`src/rtl/ltmr_pkg.sv`:
```
package ltmr_pkg;
    localparam int VEC_W        = 8;
    localparam int SH_W         = 3;
    localparam int PRE_W        = 7;
    localparam int LVT_MASK_BIT = 16;
    localparam int LVT_PER_BIT  = 17;

    localparam logic [1:0] A_LVT  = 2'd0;
    localparam logic [1:0] A_DIV  = 2'd1;
    localparam logic [1:0] A_INIT = 2'd2;
    localparam logic [1:0] A_CUR  = 2'd3;

    typedef enum logic [1:0] {
        ST_IDLE = 2'd0,
        ST_RUN  = 2'd1,
        ST_DONE = 2'd2
    } tstate_e;

    typedef struct packed {
        logic             periodic;
        logic             mask;
        logic [VEC_W-1:0] vec;
    } lvt_t;

    // code 0..6 -> shift 1..7, code 7 -> shift 0
    function automatic logic [SH_W-1:0] div_to_shift(input logic [2:0] code);
        return code + 3'd1;
    endfunction
endpackage

```
`src/rtl/ltmr_regs.sv`:
```
module ltmr_regs
    import ltmr_pkg::*;
#(
    parameter int CNT_W = 32
) (
    input  logic             clk,
    input  logic             rst_n,
    input  logic             wr_en,
    input  logic [1:0]       wr_addr,
    input  logic [CNT_W-1:0] wr_data,
    input  logic [1:0]       rd_addr,
    output logic [CNT_W-1:0] rd_data,
    input  logic [CNT_W-1:0] cur_cnt,
    output lvt_t             lvt,
    output logic [2:0]       div_code,
    output logic [CNT_W-1:0] init_val,
    output logic             load,
    output logic [CNT_W-1:0] load_val,
    output logic             div_wr
);
    logic unused_wr_bits;
    assign unused_wr_bits = ^{wr_data[CNT_W-1:LVT_PER_BIT+1],
                              wr_data[LVT_MASK_BIT-1:VEC_W], wr_data[2]};

    assign load     = wr_en && (wr_addr == A_INIT);
    assign load_val = wr_data;
    assign div_wr   = wr_en && (wr_addr == A_DIV);

    always_ff @(posedge clk or negedge rst_n) begin
        if (!rst_n) begin
            lvt      <= '{periodic: 1'b0, mask: 1'b1, vec: '0};
            div_code <= '0;
            init_val <= '0;
        end else if (wr_en) begin
            unique case (wr_addr)
                A_LVT: begin
                    lvt.vec      <= wr_data[VEC_W-1:0];
                    lvt.mask     <= wr_data[LVT_MASK_BIT];
                    lvt.periodic <= wr_data[LVT_PER_BIT];
                end
                A_DIV:   div_code <= {wr_data[3], wr_data[1:0]};
                A_INIT:  init_val <= wr_data;
                default: ;
            endcase
        end
    end

    always_comb begin
        rd_data = '0;
        unique case (rd_addr)
            A_LVT: begin
                rd_data[VEC_W-1:0]   = lvt.vec;
                rd_data[LVT_MASK_BIT] = lvt.mask;
                rd_data[LVT_PER_BIT]  = lvt.periodic;
            end
            A_DIV: begin
                rd_data[1:0] = div_code[1:0];
                rd_data[3]   = div_code[2];
            end
            A_INIT:  rd_data = init_val;
            default: rd_data = cur_cnt;
        endcase
    end
endmodule

```
`src/rtl/ltmr_prescale.sv`:
```
module ltmr_prescale
    import ltmr_pkg::*;
(
    input  logic       clk,
    input  logic       rst_n,
    input  logic       running,
    input  logic       load,
    input  logic       div_wr,
    input  logic [2:0] div_code,
    output logic       tick
);
    logic             cfg_seen;
    logic [SH_W-1:0]  pend_sh;
    logic [SH_W-1:0]  act_sh;
    logic [PRE_W-1:0] pre;
    logic [PRE_W-1:0] msk;
    logic             apply;

    assign pend_sh = cfg_seen ? div_to_shift(div_code) : '0;

    always_comb begin
        for (int i = 0; i < PRE_W; i++) begin
            msk[i] = (i < int'(act_sh));
        end
    end

    assign tick  = running && !load && ((pre & msk) == msk);
    assign apply = tick || load || !running;

    always_ff @(posedge clk or negedge rst_n) begin
        if (!rst_n) begin
            cfg_seen <= 1'b0;
            act_sh   <= '0;
            pre      <= '0;
        end else begin
            if (div_wr) cfg_seen <= 1'b1;
            if (apply)  act_sh   <= pend_sh;
            if (load || !running) pre <= '0;
            else                  pre <= pre + 1'b1;
        end
    end


    shift_boundary_chk: assert property (@(posedge clk) disable iff (!rst_n)
        !$stable(act_sh) |-> $past(apply));
endmodule

```
`src/rtl/ltmr_core.sv`:
```
module ltmr_core
    import ltmr_pkg::*;
#(
    parameter int CNT_W = 32
) (
    input  logic             clk,
    input  logic             rst_n,
    input  logic             tick,
    input  logic             load,
    input  logic [CNT_W-1:0] load_val,
    input  logic [CNT_W-1:0] init_val,
    input  lvt_t             lvt,
    output logic             running,
    output logic [CNT_W-1:0] cur_cnt,
    output logic             irq_valid,
    output logic [VEC_W-1:0] irq_vector
);
    tstate_e st, st_nxt;
    logic    expire;

    assign running = (st == ST_RUN);
    assign expire  = running && tick && (cur_cnt == '0);

    always_comb begin
        st_nxt = st;
        unique case (st)
            ST_IDLE: ;
            ST_RUN:  if (expire && !lvt.periodic) st_nxt = ST_DONE;
            ST_DONE: ;
            default: st_nxt = ST_IDLE;
        endcase
        if (load) st_nxt = (load_val == '0) ? ST_IDLE : ST_RUN;
    end

    always_ff @(posedge clk or negedge rst_n) begin
        if (!rst_n) st <= ST_IDLE;
        else        st <= st_nxt;
    end

    always_ff @(posedge clk or negedge rst_n) begin
        if (!rst_n) begin
            cur_cnt    <= '0;
            irq_valid  <= 1'b0;
            irq_vector <= '0;
        end else begin
            irq_valid <= 1'b0;
            if (load) begin
                cur_cnt <= load_val;
            end else if (expire) begin
                irq_valid  <= !lvt.mask;
                irq_vector <= lvt.vec;
                cur_cnt    <= lvt.periodic ? init_val : '0;
            end else if (running && tick) begin
                cur_cnt <= cur_cnt - 1'b1;
            end
        end
    end


    irq_pulse_chk: assert property (@(posedge clk) disable iff (!rst_n)
        irq_valid |=> !irq_valid);

    masked_irq_chk: assert property (@(posedge clk) disable iff (!rst_n)
        irq_valid |-> !$past(lvt.mask));

    done_zero_chk: assert property (@(posedge clk) disable iff (!rst_n)
        (st == ST_DONE) |-> (cur_cnt == '0));

    cur_bound_chk: assert property (@(posedge clk) disable iff (!rst_n)
        (st == ST_RUN) |-> (cur_cnt <= init_val));

    load_restart_chk: assert property (@(posedge clk) disable iff (!rst_n)
        load |=> ((cur_cnt == $past(load_val)) && !irq_valid));
endmodule

```
`src/rtl/core_irq_timer.sv`:
```
module core_irq_timer
    import ltmr_pkg::*;
#(
    parameter int CNT_W = 32
) (
    input  logic             clk,
    input  logic             rst_n,
    input  logic             wr_en,
    input  logic [1:0]       wr_addr,
    input  logic [CNT_W-1:0] wr_data,
    input  logic [1:0]       rd_addr,
    output logic [CNT_W-1:0] rd_data,
    output logic             irq_valid,
    output logic [VEC_W-1:0] irq_vector
);
    lvt_t             lvt;
    logic [2:0]       div_code;
    logic [CNT_W-1:0] init_val, load_val, cur_cnt;
    logic             load, div_wr, tick, running;

    ltmr_regs #(.CNT_W(CNT_W)) u_regs (
        .clk(clk), .rst_n(rst_n), .wr_en(wr_en), .wr_addr(wr_addr),
        .wr_data(wr_data), .rd_addr(rd_addr), .rd_data(rd_data),
        .cur_cnt(cur_cnt), .lvt(lvt), .div_code(div_code),
        .init_val(init_val), .load(load), .load_val(load_val), .div_wr(div_wr)
    );

    ltmr_prescale u_pre (
        .clk(clk), .rst_n(rst_n), .running(running), .load(load),
        .div_wr(div_wr), .div_code(div_code), .tick(tick)
    );

    ltmr_core #(.CNT_W(CNT_W)) u_core (
        .clk(clk), .rst_n(rst_n), .tick(tick), .load(load),
        .load_val(load_val), .init_val(init_val), .lvt(lvt),
        .running(running), .cur_cnt(cur_cnt), .irq_valid(irq_valid),
        .irq_vector(irq_vector)
    );
endmodule

```
`config.mk`:
```
export PLATFORM = sky130hd
export DESIGN_NAME = core_irq_timer
export DESIGN_NICKNAME = d
export VERILOG_FILES = /design/src/rtl/ltmr_pkg.sv /design/src/rtl/ltmr_regs.sv /design/src/rtl/ltmr_prescale.sv /design/src/rtl/ltmr_core.sv /design/src/rtl/core_irq_timer.sv
export SDC_FILE = /design/constraint.sdc
export NUM_CORES = 1
export LEC_CHECK = 0
export ABC_CLOCK_PERIOD_IN_PS = 2300
export BUFFER_PORTS_ARGS = -buffer_cell sky130_fd_sc_hd__buf_2
export CAP_MARGIN = 0
export CORE_MARGIN = 8
export CORE_UTILIZATION = 52
export DETAILED_ROUTE_END_ITERATION = 12
export PLACE_DENSITY = 0.83
export SKIP_CTS_REPAIR_TIMING = 1
export SLEW_MARGIN = 20
export SYNTH_ARGS = -nofsm -noshare
export SYNTH_HDL_FRONTEND = slang
export SYNTH_SLANG_ARGS = --single-unit
```
`constraint.sdc`:
```
create_clock -name clk -period 2.3 [get_ports clk]
set_clock_uncertainty 0.05 [all_clocks]
set_input_delay 0.23 -clock clk [delete_from_list [all_inputs] [get_ports clk]]
set_output_delay 0.23 -clock clk [all_outputs]
set_load 0.01 [all_outputs]
```
Word level (Yosys, flattened, before mapping)
Cells that the tools add are included.
{ "totals": {"register_bits": 99, "out_inout_bits": 41, "elab_cells": 79} }
{ "classes": {"n_addsub": 3, "magnitude_cmp": 7, "n_eq_ne": 9, "muxes": 19, "bitwise_logic": 2, "n_reduce_logical": 27} }
{ "ops": {"columns": ["cell", "n"], "rows": [
  ["32-bit two-way mux", 4],
  ["32-bit zero test", 2],
  ["32-bit by 1-bit subtractor with 32-bit output, second input constant", 1],
  ["14-bit case mux with 2 select lines", 1],
  ["8-bit case mux with 2 select lines", 1],
  ["2-bit case mux with 3 select lines", 2],
  ["4-bit case mux with 3 select lines", 1],
  ["2-bit AND reduction", 5],
  ["3-bit < comparator, first input constant", 3],
  ["7-bit by 1-bit adder with 7-bit output, second input constant", 1],
  ["7-bit AND", 1],
  ["7-bit == test", 1],
  ["1-bit logical AND", 7],
  ["7-bit two-way mux", 1],
  ["2-bit by 1-bit == test with 1-bit output, second input constant", 3],
  ["2-bit == test, second input constant", 3],
  ["2-bit zero test", 3],
  ["1-bit by 3-bit < comparator with 1-bit output, first input constant", 2],
  ["2-bit by 3-bit < comparator with 1-bit output, first input constant", 2],
  ["1-bit case mux with 3 select lines", 2],
  ["1-bit zero test", 4],
  ["2-bit two-way mux", 2],
  ["2-bit case mux with 2 select lines", 1],
  ["2-bit OR reduction", 2],
  ["8 further kinds", 12]
]} }

Depth between registers and ports, before layout
{ "depth": {"word_depth": 11, "depth_mapped": 10, "mapped_depth_nobuf": 8} }

Hierarchy
A second synthesis with hierarchy kept.
{ "hier_totals": {"hier_cells": 620, "hier_area_um2": 6274.8} }
{ "modules_own_cells": {"columns": ["mod", "n_inst", "cells_per_inst", "area_each_um2", "seq_area_each_um2"], "rows": [
  ["ltmr_core", 1, 356, 2971.6, 1076.0],
  ["ltmr_regs", 1, 202, 2700.1, 1127.3],
  ["ltmr_prescale", 1, 62, 603.1, 275.3]
]} }

Least setup slack after synthesis
OpenSTA, ideal clock, no wires.
{ "synth_timing": {"path_kind": "reg-to-reg", "start": "reg u_core.cur_cnt[15]", "end": "reg u_core.cur_cnt[30]", "setup_time_ns": 0.126, "arrival_time_ns": 1.942, "path_slack_ns": 0.182, "stages_incl_launch_ff": 7, "path_buffers": 1, "synth_period_minus_slack_ns": 2.118, "cell_sequence": "dfrtp_1 > buf_2 > nor4_4 > nand4_2 > or2_1 > o41a_1 > a221o_1"} }
{ "synth_via": {"elab_chain_cells": 4, "word_cells_on_any_way": 7, "classes_between": "1 x add/sub; 3 x mux; 3 x reduce/logical"} }
{ "synth_lines": {"columns": ["item", "line_no", "rtl"], "rows": [
  ["start, declared", "ltmr_core.sv:14", "output logic [CNT_W-1:0] cur_cnt,"],
  ["start signal, assigned", "ltmr_core.sv:48", "cur_cnt <= load_val;"],
  ["start signal, assigned", "ltmr_core.sv:52", "cur_cnt <= lvt.periodic ? init_val : '0;"],
  ["start signal, assigned", "ltmr_core.sv:54", "cur_cnt <= cur_cnt - 1'b1;"],
  ["32-bit by 1-bit subtractor with 32-bit output or 32-bit zero test (tied branches)", "ltmr_core.sv:54, ltmr_core.sv:22", null],
  ["32-bit two-way mux or 1-bit logical AND (tied branches)", "ltmr_core.sv:53, ltmr_core.sv:22", null],
  ["32-bit two-way mux", "ltmr_core.sv:49", "end else if (expire) begin"],
  ["32-bit two-way mux", "ltmr_core.sv:47", "if (load) begin"]
]} }
Parallel ways exist; a longest one is shown, timed or not. The select of a mux whose other input is x is not followed.
A chain may end at the register's enable or synchronous reset.

Worst setup path after layout
{ "layout_timing": {"start": "reg u_core.cur_cnt[14]", "end": "reg u_core.cur_cnt[14]"} }
The elaborated chain is that of the path after synthesis.

==> flow_summary.toml <==
[status]
status = "finished clean"

[synth]
synth_edf_count = 0
synthTopCellsByArea = "dfrtp_1 (43%), nand2_1 (8.4%), mux2_2 (4.1%), mux2i_1 (3.8%), nor2b_1 (2.7%)"
ys_seq_elements = 99
synth_fp_nets = 655
syn_area_um2 = 5730
post-synth-top-count-cell = "nand2_1"
synth_area_leader_cell = "dfrtp_1"
synthDistinctLibCells = 55
yosys-top-cells-count = "nand2_1 (129), dfrtp_1 (98), nor2_1 (28), nor2b_1 (25), clkbuf_1 (23)"
yosysTopAreaCellShare = 0.428
ys_seq_area_frac = 0.432
synth-main-ff-cell = "dfrtp_1"
synthCells = 612
ys_warn_count = 0
avgSynthCellArea_um2 = 9.37
ys_async_sr_fraction = 1.00

[critical_path]
crit_path_max_fanout = 18
critPathKind = "flop to flop"
crit_path_start_kind = "flop"
cp.arrival_ps = 2540
critPathCaptureType = "flop"
worstPathRequired_ps = 2570

[cells_and_area]
nFillCells = 863
syn_to_final_growth_pct = 21.9
regArea_um2 = 2480
antenna_cells = 0
fin_cells = 869
multi_input_area_um2 = 3130
final_nets = 767
layout-drive-gt1-share = 0.292
design_area_um2 = 6990

[grt]
grt_max_degree = 60
grt_pass1_wl_um = 26900
gr-usage-met1 = 0.276
grt_pass1_vias = 5498
use_met3 = 0.0465
grt_overflow = 0
antenna_found_initial = 0
grtUsageTotal = 0.229
top_usage_layer = "met2"
use_met2 = 0.383

[floorplan]
core_um2 = 10800
ios = 80
initial_core_util = 0.531
num_rows = 38
die_y_um = 121
die_w_um = 121
fp.dieArea_um2 = 14600

[place]
numPortBuffers = 79
place.gp.congestion = 0.916
dpl_cell_area_um2 = 6560
dp.final_hpwl_um = 12000
place_inst = 843
dp_slack_ps = 36.7

[sta]
max_freq_mhz = 441
final_max_slew_viol_count = 0
worst_pin_slew_ps = 653
fin_ws_ps = 33.2
slew_headroom = 0.561
rsz0062_at_grt = "yes"
period_minus_slack_ps = 2270
hold-worst-slack_ps = 28.2
hold_viol = 0
finalCritPeriodShare = 0.986
setup_viol = 0

[detailed_routing]
first_iter_violations = 505
drc = 0
ant_nets = 0
wl_per_cell_um = 19.8
vias = 5407
dr.pass1.iters = 5
wl_um = 17200
viasPerCell = 6.22

[clock_tree]
tritoncts = "built"
clockBufferDepth = 2
h-tree-depth = 3
clk_pin_slew_ps = 100
clkSinkCount = 99
cts_root_buffer = "clkbuf_8"
worstSkewPairLatency_ps = 380
cts_buffers = 9

[pwr]
p_per_area_nw_per_um2 = 999
peakVddDrop_uv = 560
power_uw = 6980
power.leakage_uw = 0.00328

[job]
maxCapViolations = 0

[min_path]
hold_path.class = "input pin to flop"
==> where the power goes <==
part           internal (uW)  total [uW]  switching (uW)  leakage [uW]
sequential              2170        2650             483       0.00124
combinational           1430        3060            1640       0.00193
clock                    642        1270             627      0.000108
total                   4240        6980            2740       0.00328
==> per-layer routing <==
metal / part of all wire / routed length (um)
met1: 0.40 / 6830
met2: 0.49 / 8480
met3: 0.082 / 1400
met4: 0.027 / 455
met5: 0 / 0
==> area by class of cell <==
| cell class | instances | area share |
|---|---|---|
| clock buffers | 10 | 0.0197 |
| well taps | 140 | 0.0251 |
| clock inverters | 6 | 0.0127 |
| inverters | 4 | 0.00215 |
| repair buffers | 143 | 0.137 |
| flip-flops and latches | 99 | 0.355 |
| multi-input cells | 467 | 0.448 |
==> per-stage QoR <==
step           setup TNS, ps   util
6_report                   0  0.647
5_1_grt                -68.1  0.647
4_1_cts                    0  0.629
3_5_place_dp               0  0.608
3_3_place_gp               0  0.608
2_1_floorplan              0      -
==> flip-flops by register name (all words and copies together), names as in the netlist <==
register	flops
u_core.cur_cnt	32
u_regs.init_val	32
u_regs.lvt	10
u_core.irq_vector	8
u_pre.pre	7
u_pre.act_sh	3
u_regs.div_code	3
u_core.st	2
u_core.irq_valid	1
u_pre.cfg_seen	1
==> cells in the final DEF, fill, tap and decap left out, types with 4 or more instances in the layout <==
cell / synthesis / routed
nor2_1: 28 / 28
nand3b_1: 4 / 4
buf_4: 3 / 58
a22o_1: 7 / 7
or3_1: 8 / 7
mux2_2: 21 / 21
clkbuf_8: 0 / 10
dfrtp_1: 98 / 96
a22oi_1: 10 / 10
nor2b_1: 25 / 24
inv_1: 4 / 4
a21boi_0: 5 / 5
ha_1: 4 / 4
xnor2_1: 13 / 13
nor3_2: 1 / 7
nand2b_1: 4 / 4
a21o_1: 7 / 7
o21ai_0: 15 / 15
o211ai_1: 19 / 19
buf_2: 10 / 78
a221o_1: 9 / 9
nor3_1: 16 / 10
xor2_1: 14 / 14
nor4_4: 3 / 4
nand4_1: 6 / 6
a21oi_1: 6 / 5
and2_1: 9 / 9
nand2_1: 129 / 129
nand3_1: 22 / 21
nor4_1: 13 / 11
a31oi_1: 13 / 13
mux2i_1: 22 / 22
==> cells by family after synthesis <==
family,share of synthesized area
XOR/XNOR,0.0413
flip-flops,0.432
buffers and inverters,0.0369
multiplexers,0.0915
AND/OR/NAND/NOR,0.255
adder cells (fa/ha/maj),0.00873
AO/OA/AOI/OAI,0.134
==> critical path, cell delays in order, from the launching register on <==
cell	delay, ps
dfrtp_1	430
nor4_4	330
nand4_2	210
nor4_4	290
buf_6	180
buf_4	130
clkbuf_16	170
nand3_1	100
o21ai_0	130
a221o_1	190
==> path summary, 6_finish.rpt <==
check                                            startpoint                               end  slack (ps)  cells after the start
min reg2reg                u_core.irq_vector[5]$_DFFE_PN0P_  u_core.irq_vector[5]$_DFFE_PN0P_         420                      2
max reg2reg                  u_core.cur_cnt[14]$_DFFE_PN0P_    u_core.cur_cnt[14]$_DFFE_PN0P_          30                      9
min in group asynchronous                             rst_n   u_regs.init_val[11]$_DFFE_PN0P_         330                      2
max                          u_core.cur_cnt[14]$_DFFE_PN0P_    u_core.cur_cnt[14]$_DFFE_PN0P_          30                      9
max in group asynchronous                             rst_n         u_regs.lvt[8]$_DFFE_PN1P_        1140                      3
min                                             wr_data[25]   u_regs.init_val[25]$_DFFE_PN0P_          30                      3
Note: power is estimated with default switching activity, not from simulation.
